`src/rtl/lin_mode_pkg.sv`:
```
package lin_mode_pkg;
   typedef enum logic [2:0] {
      M_POR   = 3'd0,
      M_READY = 3'd1,
      M_OPER  = 3'd2,
      M_TXOFF = 3'd3,
      M_PDOWN = 3'd4
   } mode_e;
endpackage

```
`src/rtl/cs_glitch_filter.sv`:
```
module cs_glitch_filter #(
   parameter int FILT_CYC = 4
) (
   input  logic clk,
   input  logic rst_n,
   input  logic raw_i,
   output logic flt_o
);
   localparam int CNT_W = (FILT_CYC < 2) ? 1 : $clog2(FILT_CYC);

   generate
      if (FILT_CYC < 0) begin : g_bad
         $error("cs_glitch_filter: FILT_CYC must not be negative");
      end
      if (FILT_CYC == 0) begin : g_bypass
         assign flt_o = raw_i;
      end else begin : g_count
         logic [CNT_W-1:0] cnt_q;
         logic             lvl_q;

         always_ff @(posedge clk or negedge rst_n) begin
            if (!rst_n) begin
               cnt_q <= '0;
               lvl_q <= 1'b0;
            end else if (raw_i != lvl_q) begin
               if (cnt_q == CNT_W'(FILT_CYC - 1)) begin
                  lvl_q <= raw_i;
                  cnt_q <= '0;
               end else begin
                  cnt_q <= cnt_q + 1'b1;
               end
            end else begin
               cnt_q <= '0;
            end
         end
         assign flt_o = lvl_q;

         // an input that agrees with the filtered level leaves it untouched
         p_filt_hold_r12: assert property (@(posedge clk) disable iff (!rst_n)
            (raw_i == flt_o) |=> $stable(flt_o));
      end
   endgenerate
endmodule

```
`src/rtl/fall_detect.sv`:
```
module fall_detect #(
   parameter logic RST_VAL = 1'b0
) (
   input  logic clk,
   input  logic rst_n,
   input  logic sig_i,
   output logic fall_o
);
   logic prev_q;

   always_ff @(posedge clk or negedge rst_n) begin
      if (!rst_n) prev_q <= RST_VAL;
      else        prev_q <= sig_i;
   end

   assign fall_o = prev_q & ~sig_i;
endmodule

```
`src/rtl/mode_fsm.sv`:
```
module mode_fsm
   import lin_mode_pkg::*;
(
   input  logic  clk,
   input  logic  rst_n,
   input  logic  cs_lvl,
   input  logic  cs_fall,
   input  logic  txd,
   input  logic  wake_fall,
   input  logic  bus_wake,
   input  logic  uv,
   input  logic  fault_any,
   output mode_e mode_q
);
   mode_e mode_d;

   always_comb begin
      mode_d = mode_q;
      unique case (mode_q)
         M_POR:   if (!uv) mode_d = M_READY;
         M_READY: if (cs_lvl) mode_d = txd ? M_OPER : M_TXOFF;
         M_OPER: begin
            if (cs_fall)              mode_d = M_PDOWN;
            else if (fault_any || uv) mode_d = M_TXOFF;
         end
         M_TXOFF: begin
            if (cs_fall)                         mode_d = M_PDOWN;
            else if (txd && !fault_any && !uv)   mode_d = M_OPER;
         end
         M_PDOWN: if (cs_lvl || wake_fall || bus_wake) mode_d = M_READY;
         default: mode_d = M_POR;
      endcase
   end

   always_ff @(posedge clk or negedge rst_n) begin
      if (!rst_n) mode_q <= M_POR;
      else        mode_q <= mode_d;
   end

   // reset mode is held while the supply is low
   p_por_hold_r2: assert property (@(posedge clk) disable iff (!rst_n)
      (mode_q == M_POR && uv) |=> mode_q == M_POR);
   // select with recessive transmit data leaves Ready for Operation
   p_ready_oper_r4: assert property (@(posedge clk) disable iff (!rst_n)
      (mode_q == M_READY && cs_lvl && txd) |=> mode_q == M_OPER);
   // a fault in Operation parks the transmitter
   p_fault_park_r6: assert property (@(posedge clk) disable iff (!rst_n)
      (mode_q == M_OPER && !cs_fall && fault_any) |=> mode_q == M_TXOFF);
   // no return to Operation while a fault remains
   p_no_recover_r7: assert property (@(posedge clk) disable iff (!rst_n)
      (mode_q == M_TXOFF && fault_any) |=> mode_q != M_OPER);
   // deselect from an active mode powers down
   p_pdown_r8: assert property (@(posedge clk) disable iff (!rst_n)
      ((mode_q == M_OPER || mode_q == M_TXOFF) && cs_fall) |=> mode_q == M_PDOWN);
   // a wake pin falling edge leaves Power-Down for Ready
   p_wake_r9: assert property (@(posedge clk) disable iff (!rst_n)
      (mode_q == M_PDOWN && wake_fall) |=> mode_q == M_READY);
endmodule

```
`src/rtl/mode_decode.sv`:
```
module mode_decode
   import lin_mode_pkg::*;
(
   input  logic  clk,
   input  logic  rst_n,
   input  mode_e mode,
   input  logic  uv,
   input  logic  txd,
   output logic  tx_en,
   output logic  rx_en,
   output logic  reg_en,
   output logic  pullup_en,
   output logic  txd_int
);
   logic active;

   assign active    = (mode == M_READY) || (mode == M_OPER) || (mode == M_TXOFF);
   assign tx_en     = (mode == M_OPER);
   assign rx_en     = active;
   assign reg_en    = active && !uv;
   assign pullup_en = (mode == M_OPER);
   assign txd_int   = tx_en ? txd : 1'b1;

   // transmit data is recessive whenever the driver is off
   p_txd_rec_r10: assert property (@(posedge clk) disable iff (!rst_n)
      !tx_en |-> txd_int);
   // termination is switched in only with the driver enabled
   p_pullup_r5: assert property (@(posedge clk) disable iff (!rst_n)
      pullup_en |-> (tx_en && rx_en));
   // a low supply always removes the regulator enable
   p_uv_reg_r11: assert property (@(posedge clk) disable iff (!rst_n)
      uv |-> !reg_en);
endmodule

```
`src/rtl/lin_mode_ctrl.sv`:
```
module lin_mode_ctrl
   import lin_mode_pkg::*;
#(
   parameter int FILT_CYC = 4,
   parameter int FLT_W    = 4
) (
   input  logic             clk,
   input  logic             rst_n,
   input  logic             cs_in,
   input  logic             txd_in,
   input  logic             wake_in,
   input  logic             bus_wake_in,
   input  logic             uv_in,
   input  logic [FLT_W-1:0] fault_in,
   output logic             tx_en,
   output logic             rx_en,
   output logic             reg_en,
   output logic             pullup_en,
   output logic             txd_int,
   output logic [2:0]       mode_o
);
   generate
      if (FLT_W < 1) begin : g_bad_flt
         $error("lin_mode_ctrl: FLT_W must be at least 1");
      end
   endgenerate

   logic  cs_lvl;
   logic  cs_fall;
   logic  wake_fall;
   logic  fault_any;
   mode_e mode;

   assign fault_any = |fault_in;

   cs_glitch_filter #(.FILT_CYC(FILT_CYC)) u_cs_filt (
      .clk(clk), .rst_n(rst_n), .raw_i(cs_in), .flt_o(cs_lvl));

   fall_detect #(.RST_VAL(1'b0)) u_cs_edge (
      .clk(clk), .rst_n(rst_n), .sig_i(cs_lvl), .fall_o(cs_fall));

   fall_detect #(.RST_VAL(1'b1)) u_wake_edge (
      .clk(clk), .rst_n(rst_n), .sig_i(wake_in), .fall_o(wake_fall));

   mode_fsm u_fsm (
      .clk(clk), .rst_n(rst_n), .cs_lvl(cs_lvl), .cs_fall(cs_fall),
      .txd(txd_in), .wake_fall(wake_fall), .bus_wake(bus_wake_in),
      .uv(uv_in), .fault_any(fault_any), .mode_q(mode));

   mode_decode u_dec (
      .clk(clk), .rst_n(rst_n), .mode(mode), .uv(uv_in), .txd(txd_in),
      .tx_en(tx_en), .rx_en(rx_en), .reg_en(reg_en),
      .pullup_en(pullup_en), .txd_int(txd_int));

   assign mode_o = mode;
endmodule

```
`config.mk`:
```
export PLATFORM = sky130hd
export DESIGN_NAME = lin_mode_ctrl
export DESIGN_NICKNAME = d
export VERILOG_FILES = /design/src/rtl/lin_mode_pkg.sv /design/src/rtl/cs_glitch_filter.sv /design/src/rtl/fall_detect.sv /design/src/rtl/mode_fsm.sv /design/src/rtl/mode_decode.sv /design/src/rtl/lin_mode_ctrl.sv
export SDC_FILE = /design/constraint.sdc
export NUM_CORES = 1
export LEC_CHECK = 0
export BUFFER_PORTS_ARGS = -buffer_cell sky130_fd_sc_hd__buf_2
export CORE_AREA = 2 2 39 41
export CTS_CLUSTER_SIZE = 24
export DETAILED_ROUTE_END_ITERATION = 8
export DIE_AREA = 0 0 41 43
export PLACE_DENSITY_LB_ADDON = 0.08
export SETUP_SLACK_MARGIN = 0.2
export SYNTH_ARGS = -nofsm -noshare
export SYNTH_HDL_FRONTEND = slang
export SYNTH_SLANG_ARGS = --single-unit
```
`constraint.sdc`:
```
create_clock -name clk -period 1.5 [get_ports clk]
set_input_delay 0.075 -clock clk [delete_from_list [all_inputs] [get_ports clk]]
set_output_delay 0.075 -clock clk [all_outputs]
set_load 0.02 [all_outputs]
```
* Word level (Yosys, flattened, before mapping)
Index checks and enable logic that the tools add are counted.
W data, S select, Z words.
** Cells by class
- Multipliers :: 0
- $lt $le $gt $ge :: 0
- Bitwise logic cells :: 4
- Reduce and logical (&&, ||, !) cells :: 14
- Shifts and indexed selects :: 0
- $add $sub $neg :: 1
- Mux-type cells :: 12
- Equality and inequality tests :: 11
- Div/mod/pow operators :: 0
** Operators with widths (number)
- $mux W3 :: 7
- $pmux W3 S5 :: 1
- $eq A3 B2 Y1 const B :: 2
- $ne A3 B3 Y1 const B :: 2
- $logic_or A1 B1 Y1 :: 5
- $reduce_and A5 Y1 :: 1
- $mux W2 :: 2
- $ne A2 B2 Y1 const B :: 2
- $reduce_or A4 Y1 :: 1
- $eq A3 B1 Y1 const B :: 1
- $eq A3 B3 Y1 const B :: 1
- $logic_and A1 B1 Y1 :: 3
- $logic_not A3 Y1 :: 1
- $add A2 B1 Y2 const B :: 1
- $and A1 B1 Y1 :: 2
- $eq A2 B2 Y1 const B :: 1
- $logic_not A1 Y1 :: 2
- $mux W1 :: 2
- $ne A2 B1 Y1 const B :: 1
- $not A1 Y1 :: 2
- $reduce_and A2 Y1 :: 1
- $ne A1 B1 Y1 :: 1
** Storage, ports and cells
- Memories kept :: 0
- Bits in latches :: 0
- ROM bits :: 0
- Input port bits :: 11
- RAM bits :: 0
- Register bits after elaboration :: 8

* Depth between registers and ports, before layout
- Depth in word-level cells :: 7
- Depth in mapped cells :: 5

* Cells and area by module
A second synthesis with hierarchy kept.
** Unflattened totals
- Cell total of the unflattened synthesis :: 39
- Area total of the unflattened synthesis :: 429.2 µm²
** Modules (own cells, without submodules)
- mode_fsm :: cells each 19, sequential area each 75.1 µm², instances 1, area an instance 182.7 µm²
- cs_glitch_filter :: cells each 8, sequential area each 75.1 µm², instances 1, area an instance 123.9 µm²
- fall_detect (u_wake_edge) :: cells each 2, sequential area each 26.3 µm², instances 1, area an instance 40.0 µm²
- fall_detect (u_cs_edge) :: cells each 2, sequential area each 25.0 µm², instances 1, area an instance 38.8 µm²
- mode_decode :: cells each 7, sequential area each 0.0 µm², instances 1, area an instance 36.3 µm²
- lin_mode_ctrl :: cells each 1, sequential area each 0.0 µm², instances 1, area an instance 7.5 µm²

* Least setup slack after synthesis
No wires, ideal clock.
- Path type :: reg-to-reg
- From :: reg u_fsm.mode_q[2]
- To :: reg u_fsm.mode_q[0]
- Arrival time :: 1.648 ns
- Setup time :: 0.121 ns
- Required time :: 1.379 ns
- Clock period less this slack :: 1.769 ns
- Stages on the path, launching flop included :: 5
- Path buffers :: 1
- Setup slack :: -0.269 ns
- Path through :: dfrtp_1 > clkbuf_1 > nor3_1 > a31oi_1 > a22o_1
** Between the ends
- Longest elaborated chain between the ends :: 3
** Ends and longest elaborated chain
- from (decl) :: RTL line mode_fsm.sv:13 : output mode_e mode_q
- from (signal assigned) :: RTL line mode_fsm.sv:37 : else mode_q <= mode_d;
- $eq A3 B2 Y1 *
- named net pullup_en :: RTL line lin_mode_ctrl.sv:18 : output logic pullup_en,
- $ne A3 B3 Y1 (no line)
- $reduce_and A5 Y1 (no line)
The timed path passes the listed nets; every way through them passes the cells marked *.
A chain may end at the register's enable or synchronous reset.

* Worst setup path in the final report
- From :: reg u_fsm.mode_q[1]
- To :: reg u_fsm.mode_q[0]
** Between the ends
- Longest elaborated chain between the ends :: 3
** Ends and longest elaborated chain
- $eq A3 B2 Y1 (tied with other cells) :: RTL line mode_fsm.sv:19 : unique case (mode_q)
- $ne A3 B3 Y1 (no line) (tied with other cells)
- $reduce_and A5 Y1 (no line)
Parallel ways exist; a longest one is shown, timed or not.

==> flow_results.xml <==
<?xml version="1.0" encoding="UTF-8"?>
<metrics>
  <group name="worst_setup_path">
    <metric name="rr_startpoint" unit="">u_fsm.mode_q[1]</metric>
    <metric name="criticalPathCategory" unit="">register to register</metric>
    <metric name="worst-path-max-fanout" unit="">4</metric>
    <metric name="reg2regPathDepth" unit="">4</metric>
    <metric name="critical_path.endpoint_type" unit="">register</metric>
    <metric name="max_stage_delay" unit="ns">0.42</metric>
    <metric name="cp_data_arrival_time" unit="ns">1.39</metric>
    <metric name="regToRegEndpoint" unit="">u_fsm.mode_q[0]</metric>
    <metric name="regToRegSetupSlack" unit="ns">0.25</metric>
    <metric name="timing.critical_path.to" unit="">u_fsm.mode_q[0]</metric>
    <metric name="crit_path_top_delay_cell" unit="">sky130_fd_sc_hd__dfrtp_2</metric>
    <metric name="setup.worst_path.start" unit="">u_fsm.mode_q[1]</metric>
    <metric name="worst-endpoint-required" unit="ns">1.63</metric>
    <metric name="cp_cell_sequence" unit="">buf_4 &gt; nor4b_1 &gt; a31oi_1 &gt; a22o_1</metric>
    <metric name="start_kind" unit="">register</metric>
  </group>
  <group name="clock_network">
    <metric name="cts_max_level" unit="">1</metric>
    <metric name="tritoncts" unit="">done</metric>
    <metric name="cts.sink_count" unit="">8</metric>
    <metric name="clock_edge_transition_at_the_registers_on_the_reported_setup_and_hold_paths" unit="ns">0.06</metric>
    <metric name="worst_skew_pair.late_latency" unit="ns">0.25</metric>
    <metric name="clockRootBuffer" unit="">sky130_fd_sc_hd__clkbuf_4</metric>
    <metric name="cts-root-to-sink-buffers" unit="">2</metric>
    <metric name="number_of_cts_inserted_buffers" unit="">3</metric>
  </group>
  <group name="sta">
    <metric name="final.min_clock_period" unit="ns">1.25</metric>
    <metric name="final-setup-viol-count" unit="">0</metric>
    <metric name="relSlewSlack" unit="%">82.6</metric>
    <metric name="final.setup_skew" unit="ns">0.00534</metric>
    <metric name="drv_slew" unit="">0</metric>
    <metric name="timing.final.hold_violations" unit="">0</metric>
    <metric name="finalSetupTns" unit="ns">0</metric>
    <metric name="max_slew.worst_pin.slew" unit="ns">0.261</metric>
    <metric name="grt_setup_unrepaired" unit="">true</metric>
    <metric name="clock.fmax" unit="GHz">0.797</metric>
    <metric name="final.period_utilization" unit="%">83.7</metric>
    <metric name="fin_hold_ws" unit="ns">0.0628</metric>
  </group>
  <group name="die">
    <metric name="chipWidth" unit="um">41</metric>
    <metric name="placement_rows" unit="">14</metric>
    <metric name="die_height" unit="um">43</metric>
    <metric name="floorplan.die_area" unit="um^2">1760</metric>
    <metric name="floorplan.initialDensity" unit="%">30.3</metric>
    <metric name="floorplan.core_area" unit="um^2">1380</metric>
    <metric name="num_io_pins" unit="">19</metric>
  </group>
  <group name="flow_run">
    <metric name="cap_violations" unit="">0</metric>
  </group>
  <group name="logic_synthesis">
    <metric name="top_area_cell_type_share_of_the_netlist_area" unit="%">41.8</metric>
    <metric name="ys.flop_type" unit="">sky130_fd_sc_hd__dfrtp_1</metric>
    <metric name="synthesis.yosys.warnings" unit="">0</metric>
    <metric name="post_synth_instance_area" unit="um^2">419</metric>
    <metric name="synth_cells" unit="">44</metric>
    <metric name="post_synth.cell_area_avg" unit="um^2">9.53</metric>
    <metric name="asyncSetResetFlopFracSynth" unit="%">100</metric>
    <metric name="synth_seq_area_share" unit="%">48.1</metric>
    <metric name="yosys-top-cells-area" unit="">sky130_fd_sc_hd__dfrtp_1 42%, sky130_fd_sc_hd__dfstp_2 6.3%, sky130_fd_sc_hd__nor3_1 3.6%</metric>
    <metric name="yosysUniqueCellTypes" unit="">23</metric>
    <metric name="synth_enable_flop_cells" unit="">0</metric>
    <metric name="postSynthNetCount" unit="">56</metric>
    <metric name="synth.largest_area_cell" unit="">sky130_fd_sc_hd__dfrtp_1</metric>
    <metric name="ys_seq_elements" unit="">8</metric>
  </group>
  <group name="status">
    <metric name="status" unit="">completed</metric>
  </group>
  <group name="layout">
    <metric name="register_area" unit="um^2">205</metric>
    <metric name="drive_above_1_share" unit="%">50.7</metric>
    <metric name="nets" unit="">86</metric>
    <metric name="n_antenna_cell" unit="">0</metric>
    <metric name="areaGrowthSynthToFinish" unit="%">55.8</metric>
    <metric name="fillerInstances" unit="">149</metric>
    <metric name="multi_input_comb_area" unit="um^2">228</metric>
    <metric name="finish.utilization" unit="%">47.2</metric>
  </group>
  <group name="placed_design">
    <metric name="port_buffers" unit="">18</metric>
    <metric name="gp_routability_congestion" unit="">0.712</metric>
    <metric name="detailedPlacementHpwl" unit="um">690</metric>
  </group>
  <group name="routing">
    <metric name="viasPerCell" unit="">4.74</metric>
    <metric name="detail_route.iter0.violations" unit="">2</metric>
    <metric name="routedWlPerCell" unit="um">11.0</metric>
    <metric name="final_antenna_net_count" unit="">0</metric>
    <metric name="drt_pre_antenna_iters" unit="">3</metric>
    <metric name="vias" unit="">422</metric>
    <metric name="route.final.wire_length" unit="um">981</metric>
    <metric name="drt_drc_violations_left" unit="">0</metric>
  </group>
  <group name="power">
    <metric name="power_density" unit="nW/um^2">2100</metric>
    <metric name="total_net_switching_power" unit="uW">598</metric>
    <metric name="share_comb_of_total_power" unit="%">56.7</metric>
    <metric name="clock_power_share" unit="%">12.8</metric>
    <metric name="peakVddDrop" unit="V">0.00103</metric>
    <metric name="internal-power" unit="uW">774</metric>
    <metric name="seqPwrFrac" unit="%">30.6</metric>
    <metric name="p_sw_share" unit="%">43.6</metric>
    <metric name="static-leakage-power" unit="nW">0.304</metric>
  </group>
  <group name="global_routing">
    <metric name="via_count_of_the_first_global_routing_pass" unit="">344</metric>
    <metric name="gr-usage-all-layers" unit="%">12.2</metric>
    <metric name="antenna_found_initial" unit="">0</metric>
    <metric name="grt_max_degree" unit="">10</metric>
    <metric name="wire_length_of_the_first_global_routing_pass" unit="mm">1.46</metric>
    <metric name="grt-ovfl-total" unit="">0</metric>
  </group>
  <group name="worst_hold_path">
    <metric name="holdCritPathClass" unit="">input port to register</metric>
  </group>
</metrics>
## Yosys cell counts, drive strengths merged (2+ instances only)
| library cell | n |
|---|---|
| nand2 | 4 |
| dfrtp | 7 |
| nand2b | 2 |
| inv | 3 |
| nor3 | 3 |
| o21ai | 2 |
| nor2 | 4 |
| a21oi | 2 |
| nor2b | 2 |
| a31oi | 2 |
## flip-flops by register name, summed over array words and instances, names as in the netlist
signal	count
u_cs_filt.g_count.cnt_q	2
u_cs_edge.prev_q	1
u_wake_edge.prev_q	1
u_fsm.mode_q	3
u_cs_filt.flt_o	1
## cells by family after synthesis
family	Yosys count	synth area share, %
flip-flops	8	48.1
buffers and inverters	5	5.37
AND/OR/NAND/NOR	19	26.3
AO/OA/AOI/OAI	10	15.2
adder cells (fa/ha/maj)	1	2.98
XOR/XNOR	1	2.09
## layout by cell type (no fill, tap or decap)
cell                             n
sky130_fd_sc_hd__nor2b_1         2
sky130_fd_sc_hd__dfrtp_2         3
sky130_fd_sc_hd__buf_4           7
sky130_fd_sc_hd__a2111oi_4       1
sky130_fd_sc_hd__nor4b_1         1
sky130_fd_sc_hd__dfstp_2         1
sky130_fd_sc_hd__nor3_4          1
sky130_fd_sc_hd__a22oi_1         1
sky130_fd_sc_hd__nor2_2          1
sky130_fd_sc_hd__dfrtp_1         4
sky130_fd_sc_hd__nand2b_1        2
sky130_fd_sc_hd__dlygate4sd3_1   2
sky130_fd_sc_hd__a31oi_1         2
sky130_fd_sc_hd__xnor2_1         1
sky130_fd_sc_hd__nor3_1          2
sky130_fd_sc_hd__inv_1           3
sky130_fd_sc_hd__buf_2          18
sky130_fd_sc_hd__clkbuf_4        3
sky130_fd_sc_hd__nand3b_1        1
sky130_fd_sc_hd__o21ai_0         2
sky130_fd_sc_hd__a22o_1          1
sky130_fd_sc_hd__or4_4           1
sky130_fd_sc_hd__o22ai_1         1
sky130_fd_sc_hd__a21oi_1         2
sky130_fd_sc_hd__nor2_1          3
sky130_fd_sc_hd__nand2_1         4
sky130_fd_sc_hd__ha_1            1
sky130_fd_sc_hd__clkbuf_1        1
sky130_fd_sc_hd__nor3b_2         1
## worst min-delay path by stage
stage           from          endpoint  slack [ns]  cells after the start
2_1_floorplan  rst_n  u_cs_edge.prev_q       -0.22                      0
3_5_place_dp   rst_n  u_cs_edge.prev_q       -0.07                      1
4_1_cts        cs_in   u_cs_filt.flt_o        0.05                      3
5_1_grt        cs_in   u_cs_filt.flt_o        0.08                      3
6_report       cs_in   u_cs_filt.flt_o        0.06                      3
3_3_place_gp   rst_n  u_cs_edge.prev_q       -0.07                      1
## critical path, delay by kind of cell, from the launching register on
family	cells	cell delay, ns
flip-flops	1	0.42
AO/OA/AOI/OAI	2	0.27
AND/OR/NAND/NOR	1	0.28
buffers and inverters	1	0.16
## timing repair
| item | in CTS | in global routing |
|---|---|---|
| resized for setup | 1 | 2 |
| setup endpoints to repair | 2 | 4 |
| hold endpoints to repair | 9 | 0 |
| hold buffers | 2 | 0 |
| pin swaps | 0 | 1 |
| setup buffers | 3 | 3 |
## per-stage QoR
stage,setup WS (ns),cell area [um^2],total power [mW],instances
4_1_cts,0.230,616,1.30,86
6_report,0.245,653,1.37,89
5_1_grt,0.183,653,1.47,89
2_1_floorplan,0.141,449,0.901,44
3_3_place_gp,0.175,546,1.07,77
3_5_place_dp,0.174,546,1.06,77
## metal layers
layer	track usage (%)	routed length [um]	share of wire (%)
met1	16.7	450	46
met2	18.1	470	48
met3	1.57	55	5.6
met4	6.00	4	0.41
met5	0	0	0
## power by group through the flow
stage / logic, mW / clock network (mW) / registers [mW]
final: 0.777 / 0.175 / 0.419
after CTS: 0.683 / 0.186 / 0.435
after detailed placement: 0.607 / 0 / 0.453
after global routing: 0.846 / 0.198 / 0.429
after floorplan: 0.437 / 0 / 0.464
after global placement: 0.612 / 0 / 0.457
## cell type report
| cell class | count | area share [%] |
|---|---|---|
| multi-input combinational | 31 | 34.9 |
| clock buffer | 4 | 4.02 |
| tap | 16 | 3.07 |
| timing repair buffer | 27 | 24.9 |
| inverter | 3 | 1.72 |
| sequential | 8 | 31.4 |
No activity file was read; power rests on OpenSTA's default activity.
